File: src/rtl/tape_enc_pkg.sv
// Shared types for the tape block encoder.
// Assumes nothing beyond IEEE 1800-2017 enums.
package tape_enc_pkg;

    // Frame phase of the sequencer
    typedef enum logic [2:0] {
        PH_IDLE,
        PH_PILOT,
        PH_SYNC_A,
        PH_SYNC_B,
        PH_BYTE,
        PH_WAIT
    } phase_e;

    // Which kind of byte is being shifted out
    typedef enum logic [1:0] {
        BK_MARK,
        BK_PAY,
        BK_SUM
    } bkind_e;

endpackage

File: src/rtl/tape_halfper_timer.sv
// Half-period timer: counts a loaded duration down in ticks.
// expire is high in the cycle whose tick completes the duration.
// Assumes load is only raised when the timer is idle or expiring.
module tape_halfper_timer #(
    parameter int CNT_W = 12
) (
    input  logic             clk,
    input  logic             rst_n,
    input  logic             tick,
    input  logic             load,
    input  logic [CNT_W-1:0] dur,
    output logic             expire
);

    logic [CNT_W-1:0] rem;

    // Last tick of a running half-period
    assign expire = tick && (rem == CNT_W'(1));

    // Remaining ticks of the current half-period
    always_ff @(posedge clk) begin
        if (!rst_n) begin
            rem <= '0;
        end else if (load) begin
            rem <= dur;
        end else if (tick && rem != '0) begin
            rem <= rem - CNT_W'(1);
        end
    end

endmodule

File: src/rtl/tape_byte_feed.sv
// One-byte prefetch buffer between the payload stream and the encoder.
// Accepts at most the programmed number of bytes per frame.
// Assumes begin_i is only raised while the encoder is idle.
module tape_byte_feed #(
    parameter int LEN_W = 16
) (
    input  logic             clk,
    input  logic             rst_n,
    input  logic             begin_i,
    input  logic [LEN_W-1:0] len,
    input  logic             take,
    input  logic [7:0]       in_data,
    input  logic             in_valid,
    output logic             in_ready,
    output logic             has_byte,
    output logic [7:0]       byte_o
);

    logic [LEN_W-1:0] left;
    logic             full;
    logic [7:0]       hold;

    assign in_ready = !full && (left != '0);
    assign has_byte = full;
    assign byte_o   = hold;

    // Fill from the stream, empty on take, rearm on begin
    always_ff @(posedge clk) begin
        if (!rst_n) begin
            left <= '0;
            full <= 1'b0;
            hold <= '0;
        end else if (begin_i) begin
            left <= len;
            full <= 1'b0;
        end else if (in_valid && in_ready) begin
            hold <= in_data;
            full <= 1'b1;
            left <= left - LEN_W'(1);
        end else if (take) begin
            full <= 1'b0;
        end
    end

endmodule

File: src/rtl/tape_encoder.sv
// Tape block encoder: pilot, two-part sync, marker, payload, checksum,
// each bit coded as two equal half-periods whose length marks 0 or 1.
// Assumes tick is a one-cycle enable and pilot_halves fits PIL_W.
module tape_encoder
    import tape_enc_pkg::*;
#(
    parameter int CNT_W     = 12,
    parameter int LEN_W     = 16,
    parameter int PIL_W     = 14,
    parameter int HP_PILOT  = 2168,
    parameter int HP_SYNC_A = 667,
    parameter int HP_SYNC_B = 735,
    parameter int HP_ZERO   = 855,
    parameter int HP_ONE    = 1710,
    parameter int PILOT_HDR = 8063,
    parameter int PILOT_DAT = 3223
) (
    input  logic             clk,
    input  logic             rst_n,
    input  logic             tick,
    input  logic             start,
    input  logic [7:0]       marker,
    input  logic [PIL_W-1:0] pilot_halves,
    input  logic [LEN_W-1:0] pay_len,
    input  logic [7:0]       in_data,
    input  logic             in_valid,
    output logic             in_ready,
    output logic             tape_out,
    output logic             busy,
    output logic             done
);

    localparam logic [CNT_W-1:0] D_PILOT  = CNT_W'(HP_PILOT);
    localparam logic [CNT_W-1:0] D_SYNC_A = CNT_W'(HP_SYNC_A);
    localparam logic [CNT_W-1:0] D_SYNC_B = CNT_W'(HP_SYNC_B);
    localparam logic [CNT_W-1:0] D_ZERO   = CNT_W'(HP_ZERO);
    localparam logic [CNT_W-1:0] D_ONE    = CNT_W'(HP_ONE);
    localparam logic [PIL_W-1:0] N_HDR    = PIL_W'(PILOT_HDR);
    localparam logic [PIL_W-1:0] N_DAT    = PIL_W'(PILOT_DAT);

    // Half-period length for one data bit
    function automatic logic [CNT_W-1:0] dur_of(input logic b);
        return b ? D_ONE : D_ZERO;
    endfunction

    phase_e           phase, nx_phase;
    bkind_e           kind, nx_kind;
    logic             level, nx_level;
    logic             busy_q, nx_busy;
    logic             done_q, nx_done;
    logic [PIL_W-1:0] pil_left, nx_pil_left;
    logic [LEN_W-1:0] pay_left, nx_pay_left;
    logic [7:0]       mark_q, nx_mark;
    logic [7:0]       sh, nx_sh;
    logic [7:0]       chk, nx_chk;
    logic [2:0]       bitn, nx_bitn;
    logic             half, nx_half;

    logic             tmr_load, expire;
    logic [CNT_W-1:0] tmr_dur;
    logic             feed_begin, take, has_byte, go_pay;
    logic [7:0]       feed_byte;

    tape_halfper_timer #(.CNT_W(CNT_W)) u_timer (
        .clk    (clk),
        .rst_n  (rst_n),
        .tick   (tick),
        .load   (tmr_load),
        .dur    (tmr_dur),
        .expire (expire)
    );

    tape_byte_feed #(.LEN_W(LEN_W)) u_feed (
        .clk      (clk),
        .rst_n    (rst_n),
        .begin_i  (feed_begin),
        .len      (pay_len),
        .take     (take),
        .in_data  (in_data),
        .in_valid (in_valid),
        .in_ready (in_ready),
        .has_byte (has_byte),
        .byte_o   (feed_byte)
    );

    assign tape_out = level;
    assign busy     = busy_q;
    assign done     = done_q;

    // Sequencer: next state, timer reloads and byte hand-off
    always_comb begin
        nx_phase    = phase;
        nx_kind     = kind;
        nx_level    = level;
        nx_busy     = busy_q;
        nx_done     = 1'b0;
        nx_pil_left = pil_left;
        nx_pay_left = pay_left;
        nx_mark     = mark_q;
        nx_sh       = sh;
        nx_chk      = chk;
        nx_bitn     = bitn;
        nx_half     = half;
        tmr_load    = 1'b0;
        tmr_dur     = '0;
        feed_begin  = 1'b0;
        go_pay      = 1'b0;
        unique case (phase)
            PH_IDLE: begin
                if (start) begin
                    nx_busy     = 1'b1;
                    feed_begin  = 1'b1;
                    nx_mark     = marker;
                    nx_pay_left = pay_len;
                    nx_pil_left = (pilot_halves != '0) ? pilot_halves :
                                  ((marker == 8'h00) ? N_HDR : N_DAT);
                    tmr_load    = 1'b1;
                    tmr_dur     = D_PILOT;
                    nx_phase    = PH_PILOT;
                end
            end
            PH_PILOT: begin
                if (expire) begin
                    nx_level = ~level;
                    tmr_load = 1'b1;
                    if (pil_left == PIL_W'(1)) begin
                        tmr_dur  = D_SYNC_A;
                        nx_phase = PH_SYNC_A;
                    end else begin
                        nx_pil_left = pil_left - PIL_W'(1);
                        tmr_dur     = D_PILOT;
                    end
                end
            end
            PH_SYNC_A: begin
                if (expire) begin
                    nx_level = ~level;
                    tmr_load = 1'b1;
                    tmr_dur  = D_SYNC_B;
                    nx_phase = PH_SYNC_B;
                end
            end
            PH_SYNC_B: begin
                if (expire) begin
                    nx_level = ~level;
                    nx_sh    = mark_q;
                    nx_chk   = mark_q;
                    nx_kind  = BK_MARK;
                    nx_bitn  = 3'd0;
                    nx_half  = 1'b0;
                    tmr_load = 1'b1;
                    tmr_dur  = dur_of(mark_q[7]);
                    nx_phase = PH_BYTE;
                end
            end
            PH_BYTE: begin
                if (expire) begin
                    nx_level = ~level;
                    if (!half) begin
                        nx_half  = 1'b1;
                        tmr_load = 1'b1;
                        tmr_dur  = dur_of(sh[7]);
                    end else begin
                        nx_half = 1'b0;
                        if (bitn != 3'd7) begin
                            nx_bitn  = bitn + 3'd1;
                            nx_sh    = {sh[6:0], 1'b0};
                            tmr_load = 1'b1;
                            tmr_dur  = dur_of(sh[6]);
                        end else begin
                            nx_bitn = 3'd0;
                            if (kind != BK_SUM && pay_left != '0) begin
                                if (has_byte) go_pay = 1'b1;
                                else          nx_phase = PH_WAIT;
                            end else if (kind != BK_SUM) begin
                                nx_sh    = chk;
                                nx_kind  = BK_SUM;
                                tmr_load = 1'b1;
                                tmr_dur  = dur_of(chk[7]);
                            end else begin
                                nx_phase = PH_IDLE;
                                nx_busy  = 1'b0;
                                nx_done  = 1'b1;
                            end
                        end
                    end
                end
            end
            PH_WAIT: begin
                if (has_byte) go_pay = 1'b1;
            end
            default: nx_phase = PH_IDLE;
        endcase
        if (go_pay) begin
            nx_sh       = feed_byte;
            nx_chk      = chk ^ feed_byte;
            nx_kind     = BK_PAY;
            nx_pay_left = pay_left - LEN_W'(1);
            tmr_load    = 1'b1;
            tmr_dur     = dur_of(feed_byte[7]);
            nx_phase    = PH_BYTE;
        end
    end

    assign take = go_pay;

    // Sequencer state registers
    always_ff @(posedge clk) begin
        if (!rst_n) begin
            phase    <= PH_IDLE;
            kind     <= BK_MARK;
            level    <= 1'b0;
            busy_q   <= 1'b0;
            done_q   <= 1'b0;
            pil_left <= '0;
            pay_left <= '0;
            mark_q   <= '0;
            sh       <= '0;
            chk      <= '0;
            bitn     <= '0;
            half     <= 1'b0;
        end else begin
            phase    <= nx_phase;
            kind     <= nx_kind;
            level    <= nx_level;
            busy_q   <= nx_busy;
            done_q   <= nx_done;
            pil_left <= nx_pil_left;
            pay_left <= nx_pay_left;
            mark_q   <= nx_mark;
            sh       <= nx_sh;
            chk      <= nx_chk;
            bitn     <= nx_bitn;
            half     <= nx_half;
        end
    end

endmodule

File: config.mk
export PLATFORM = sky130hd
export DESIGN_NAME = tape_encoder
export DESIGN_NICKNAME = d
export VERILOG_FILES = /design/src/rtl/tape_enc_pkg.sv /design/src/rtl/tape_halfper_timer.sv /design/src/rtl/tape_byte_feed.sv /design/src/rtl/tape_encoder.sv
export SDC_FILE = /design/constraint.sdc
export NUM_CORES = 1
export LEC_CHECK = 0
export ABC_AREA = 1
export BUFFER_PORTS_ARGS = -buffer_cell sky130_fd_sc_hd__buf_2
export CAP_MARGIN = 20
export CORE_MARGIN = 2
export CORE_UTILIZATION = 49
export DETAILED_ROUTE_END_ITERATION = 8
export PLACE_DENSITY = 0.68
export SLEW_MARGIN = 0
export SYNTH_ARGS = -nofsm -noshare
export SYNTH_HDL_FRONTEND = slang
export SYNTH_SLANG_ARGS = --single-unit
File: constraint.sdc
create_clock -name clk -period 2.31 [get_ports clk]
set_input_delay 0.1155 -clock clk [delete_from_list [all_inputs] [get_ports clk]]
set_output_delay 0.1155 -clock clk [all_outputs]
set_load 0.005 [all_outputs]
**Word-level counts from Yosys, hierarchy flattened**

Index checks and enable logic that the tools add are counted.

- Flip-flop bits (word level): 103
- Input bits: 51
- Output and inout bits: 4
- Logic and storage cells: 207

- $add $sub $neg: 5
- Equal/unequal tests: 38
- Multiplexer cells: 96
- Bitwise operators: 8
- Reductions and logical operators: 42

Operators by type and width:

| operator | number |
|---|---|
| 2-to-1 mux 11 bit | 11 |
| 2-to-1 mux 16 bit | 5 |
| 2-to-1 mux 12 bit | 6 |
| 2-to-1 mux 8 bit | 9 |
| case mux 12 bit (5 select lines) | 1 |
| 2-to-1 mux 14 bit | 4 |
| 2-to-1 mux 3 bit | 16 |
| != test 3 bit, second input constant | 13 |
| nonzero test 16 bit | 2 |
| subtractor 16 x 1 -> 16 bit, second input constant | 2 |
| != test 2 bit, second input constant | 14 |
| case mux 14 bit (2 select lines) | 1 |
| 2-to-1 mux 1 bit | 27 |
| AND reduction 11 bit | 2 |
| AND reduction 7 bit | 3 |
| nonzero test 2 bit | 10 |
| case mux 3 bit (6 select lines) | 1 |
| != test 4 bit, second input constant | 4 |
| case mux 8 bit (2 select lines) | 1 |
| == test 14 x 1 -> 1 bit, second input constant | 1 |
| nonzero test 14 bit | 1 |
| subtractor 14 x 1 -> 14 bit, second input constant | 1 |
| 2-to-1 mux 13 bit | 1 |
| == test 12 x 1 -> 1 bit, second input constant | 1 |
| 27 further kinds | 52 |

**Longest topological paths before layout**

- Depth in word-level cells: 9
- Depth in mapped cells: 14
- Gate-level depth less buffers: 14

**Cells and area by module**

A second synthesis with hierarchy kept.

- Cells, all modules: 1,106
- Area, all modules: 6,755.2 sq um

By module, submodules not included:

| module | instances | cells an instance | area each (sq um) | seq. area each (sq um) |
|---|---|---|---|---|
| tape_encoder | 1 | 706 | 4,355.4 | 1,321.3 |
| tape_byte_feed | 1 | 252 | 1,524.0 | 500.5 |
| tape_halfper_timer | 1 | 148 | 875.8 | 240.2 |

**Worst setup path after synthesis**

No wires, ideal clock.

- Kind: reg2reg
- Start: register pay_left[0]
- End: register u_timer.rem[1]
- Setup time: 117 ps
- Data arrival time: 1,742 ps
- Data required time: 2,193 ps
- Setup slack: 451 ps
- Cell stages (with the launch flop): 12
- Buffers on the path: 1
- Clock period less this slack: 1,859 ps
- Cell sequence: dfxtp_1 > inv_1 > ha_1 > nand2_1 > nor2_1 > nand3_1 > nand3_1 > a21oi_2 > nand3_2 > buf_6 > o21ai_0 > nor2_1

- Word-level cells in the longest chain between the ends: 9
- Elaborated cells on any way between the ends: 21
- Classes of those cells: 18 x mux; 3 x reduce/logical

RTL lines:

| element | line | source |
|---|---|---|
| from (decl) | tape_encoder.sv:52 | `logic [LEN_W-1:0] pay_left, nx_pay_left;` |
| from (signal assigned) | tape_encoder.sv:229 | `pay_left <= nx_pay_left;` |
| nonzero test 16 bit (*) | tape_encoder.sv:172 | `if (kind != BK_SUM && pay_left != '0) begin` |
| logical AND 1 bit (*) | tape_encoder.sv:172 |  |
| 2-to-1 mux 11 bit or 2-to-1 mux 1 bit (tied branches) | tape_encoder.sv:172 |  |
| 2-to-1 mux 11 bit or 2-to-1 mux 1 bit (tied branches) | tape_encoder.sv:165 | `if (bitn != 3'd7) begin` |
| 2-to-1 mux 11 bit or 2-to-1 mux 1 bit (tied branches) | tape_encoder.sv:159 | `if (!half) begin` |
| 2-to-1 mux 11 bit or 2-to-1 mux 1 bit (tied branches) | tape_encoder.sv:157 | `if (expire) begin` |
| case mux 12 bit (5 select lines), or another cell as far along | tape_encoder.sv:108 | `unique case (phase)` |
| 2-to-1 mux 12 bit or 2-to-1 mux 1 bit (tied branches) | tape_encoder.sv:194 | `if (go_pay) begin` |
| 2-to-1 mux 12 bit or nonzero test 2 bit (tied branches) | -- |  |
| to (signal assigned) | tape_halfper_timer.sv:25 | `rem <= dur;` |
| to (signal assigned) | tape_halfper_timer.sv:27 | `rem <= rem - CNT_W'(1);` |
| to (decl) | tape_halfper_timer.sv:15 | `logic [CNT_W-1:0] rem;` |

Every way passes the cells marked *; elsewhere a longest branch is shown, timed or not.
A chain may end at the register's enable or synchronous reset.

**Worst setup path after layout**

- Start: register pay_left[0]
- End: register u_timer.rem[4]

Same word-level chain as after synthesis.

==> metrics <==
Worst Tran Pin Value 0.4725 ns; type of origin of the critical path flop; Hold EP u_feed.byte_o[1]; Mean Syn Cell Area 6.643 um^2; final setup fails 0; clock latency on the worst-skew pair 0.36 ns; gpl congestion 0.9069; vias per std cell between 5 and 6; Hold Startpoint in_data[1]; fin nets 1048; Worst EP arrival 2.42 ns; initial antenna violation count 0; IO Port Bufs 54; Comb pwr share 47.7%; CTS buffer count 9; WP data required 2.56 ns; share of layout cells above drive strength 1 14.70%; Syn Nets 988; via count between 6000 and 7000; First-pass DRT Iterations 4; sequential area share after synthesis 33.45%; largest net degree at the start of global routing 45; worst reg-to-reg setup slack 0.14 ns; crit path capture type flop; ranking of synthesized cells by area dfxtp_1 33%, nand2_1 13%, o21ai_0 7.7%, nor2_1 7.1%, a21oi_1 5.7%; Post-Synth Adder-Cell Area 1.827%; Hold Buf Count CTS 0; placed cell areas 6589 um^2; WL final 15620 um; clk buf depth 2; Hold Crit Depth 3; Post-Syn Area 6165 um^2; f_max around 460 MHz; critical path type flop to flop; switching power around 3600 uW; XOR/XNOR Fraction of Synth Area 5.683%; fin util 57.78%; die width between 100 and 150 um; Final Slew Violations 0; DIE AREA 13490 um^2; Tot Pwr 8094 uW; CTS tree yes; post-synthesis simple-gate area fraction 29.67%; top post-synthesis cells by count 212 x nand2_1, 116 x nor2_1, 103 x dfxtp_1; Fin Setup TNS 0 ns; grt total ovfl 0; Clock Tree Root clkbuf_16; diode count 0; number of synthesized flops with an enable pin 0; Final min period 2.175 ns; cells on worst reg2reg path 13; Cells after Synth just over 900; first-pass GRT wire length approximately 26000 um; Die H 116.2 um; Synth Area in Compound Gates 20.24%; WL/cell 13.46 um; yosys warns 0; setup ws final approximately 0.14 ns; post-synth cell types 43; pre-CTS setup slack 0.09424 ns; Initial DRC Count 463; Starting Density ~51%; floorplan core area 12160 um^2; Pint approximately 4500 uW; Final Cell Area 7027 um^2; post-route ant nets 0; HPWL Detailed 11260 um; Flop pwr share 33.8%; FILL cells 1234; Remaining DRCs 0; status finished, final reports clean; number of global-route vias before repair 5279; final period utilization 94.14%; Yosys top cell by area dfxtp_1; most frequent cell after synthesis nand2_1; max cap viols 0; top-area cell type share of the netlist area 33.45%; leakage 0.002998 uW; Max rail drop VDD 0.6693 mV; r2r startpoint pay_left[0]; H-tree level count 3; Clock transition at path regs ~0.070 ns; PD cells about 1200 nW/um^2; final clock skew 0.007928 ns; Slew headroom between 60% and 70%; largest family of logic cells by synthesized area simple AND/OR/NAND/NOR gates; Area growth, synth to finish 13.98%; main flop type after synthesis dfxtp_1; clock share of power 18.6%; flops & latches, synth 103; GRT Overall Usage 23.67%; Critical R2R Capture u_timer.rem[4]; Core Rows 40; I/O Pins 55; Final Hold Fails 0; worst hold path class primary input to flop; Async SR Flop Fraction 0%; Sw Share 44.08%; Clock Sinks between 100 and 150; CP Max Fanout 18; mux cell area share after synthesis 0%
==> final cells by class <==
type,instances,area (um^2),area share (%)
inverters,93,355.3,5.057
clock inverters,6,47.55,0.6766
clock buffers,10,239.0,3.401
repair buffers,84,550.5,7.835
flip-flops and latches,103,2062,29.34
well taps,168,210.2,2.991
multi-input cells,697,3562,50.69
==> cells by family after synthesis <==
group           count (synthesis)
buf+inv                       128
simple gates                  423
fa+ha+maj                       9
flops                         103
compound gates                225
xor+xnor                       40
==> critical path, stage by stage (launching register included) <==
cell,delay [ns]
dfxtp_1,0.39
inv_1,0.08
ha_1,0.22
nand2_1,0.15
nor2_2,0.06
nand2_1,0.13
nand3_2,0.13
nor2_2,0.18
nor2_4,0.08
buf_12,0.13
nand3_4,0.17
nand3_1,0.16
nor2_1,0.13
nor2_1,0.04
==> registers in the layout, indices dropped and copies added, names as in the netlist <==
name	flops
bitn	3
busy	1
chk	8
done	1
half	1
kind	2
mark_q	8
pay_left	16
phase	3
pil_left	14
sh	8
tape_out	1
u_feed.byte_o	8
u_feed.has_byte	1
u_feed.left	16
u_timer.rem	12
==> cell usage in the layout (no fill, tap or decap), types with 3 or more instances in the layout <==
cell type  synthesis  layout
inv_6              0       4
nand2_2            5       5
o211ai_1          13      13
o21ai_1            8       8
ha_1               9       9
o21ai_0           95      95
nor2_4             6       7
nor2_1           116     114
buf_4              4      26
a31oi_1           28      28
nor3_2             3       4
dfxtp_1          103     103
nor3_1            12      11
nand2_1          212     212
xnor2_1           18      18
inv_2              8       9
nor4_1             5       5
a21oi_1           70      70
nand3_1           42      42
xor2_1            22      22
clkbuf_16          0      10
nand4_1            4       4
buf_2             10      54
buf_12             0       3
inv_1             84      82
nor2_2             9      10
==> power groups by stage <==
stage / clock network [uW] / logic, uW / registers [uW]
2_1_floorplan: 0 / 3060 / 2650
3_3_place_gp: 0 / 3730 / 2760
3_5_place_dp: 0 / 3750 / 2760
4_1_cts: 1540 / 3760 / 2720
5_1_grt: 1600 / 4430 / 2800
6_report: 1500 / 3860 / 2730
==> through the flow <==
| stage | hold slack (ns) | cells |
|---|---|---|
| final | 0.02489 | 1161 |
| after global routing | 0.03488 | 1161 |
| after detailed placement | 0.4007 | 1134 |
| after global placement | 0.3854 | 1134 |
| after CTS | 0.02178 | 1150 |
| after floorplan | 0.2886 | 928 |
==> metal layers <==
| metal | share of wire (%) | GRT usage [%] | up-vias |
|---|---|---|---|
| li1 | - | - | 3169 |
| met1 | 48 | 32.07 | 2721 |
| met2 | 46 | 39.18 | 117 |
| met3 | 4.2 | 4.982 | 10 |
| met4 | 0.93 | 5.079 | 0 |
| met5 | 0 | 0 | - |
==> worst max-delay path by stage <==
stage	endpoint	startpoint	slack [ns]	cells after the start
2_1_floorplan	u_timer.rem[1]	pay_left[0]	0.45	11
3_3_place_gp	u_timer.rem[0]	bitn[0]	0.22	11
3_5_place_dp	sh[5]	pay_left[0]	0.09	14
4_1_cts	sh[5]	pay_left[0]	0.07	14
5_1_grt	sh[4]	pay_left[0]	-0.04	14
6_report	u_timer.rem[4]	pay_left[0]	0.14	13
==> repair_timing <==
item | 4_1_cts | 5_1_grt
setup endpoints to repair | 0 | 35
setup buffers | 0 | 10
resized for setup | 0 | 6
hold endpoints to repair | 0 | 0
(Power assumes the default switching activity.)
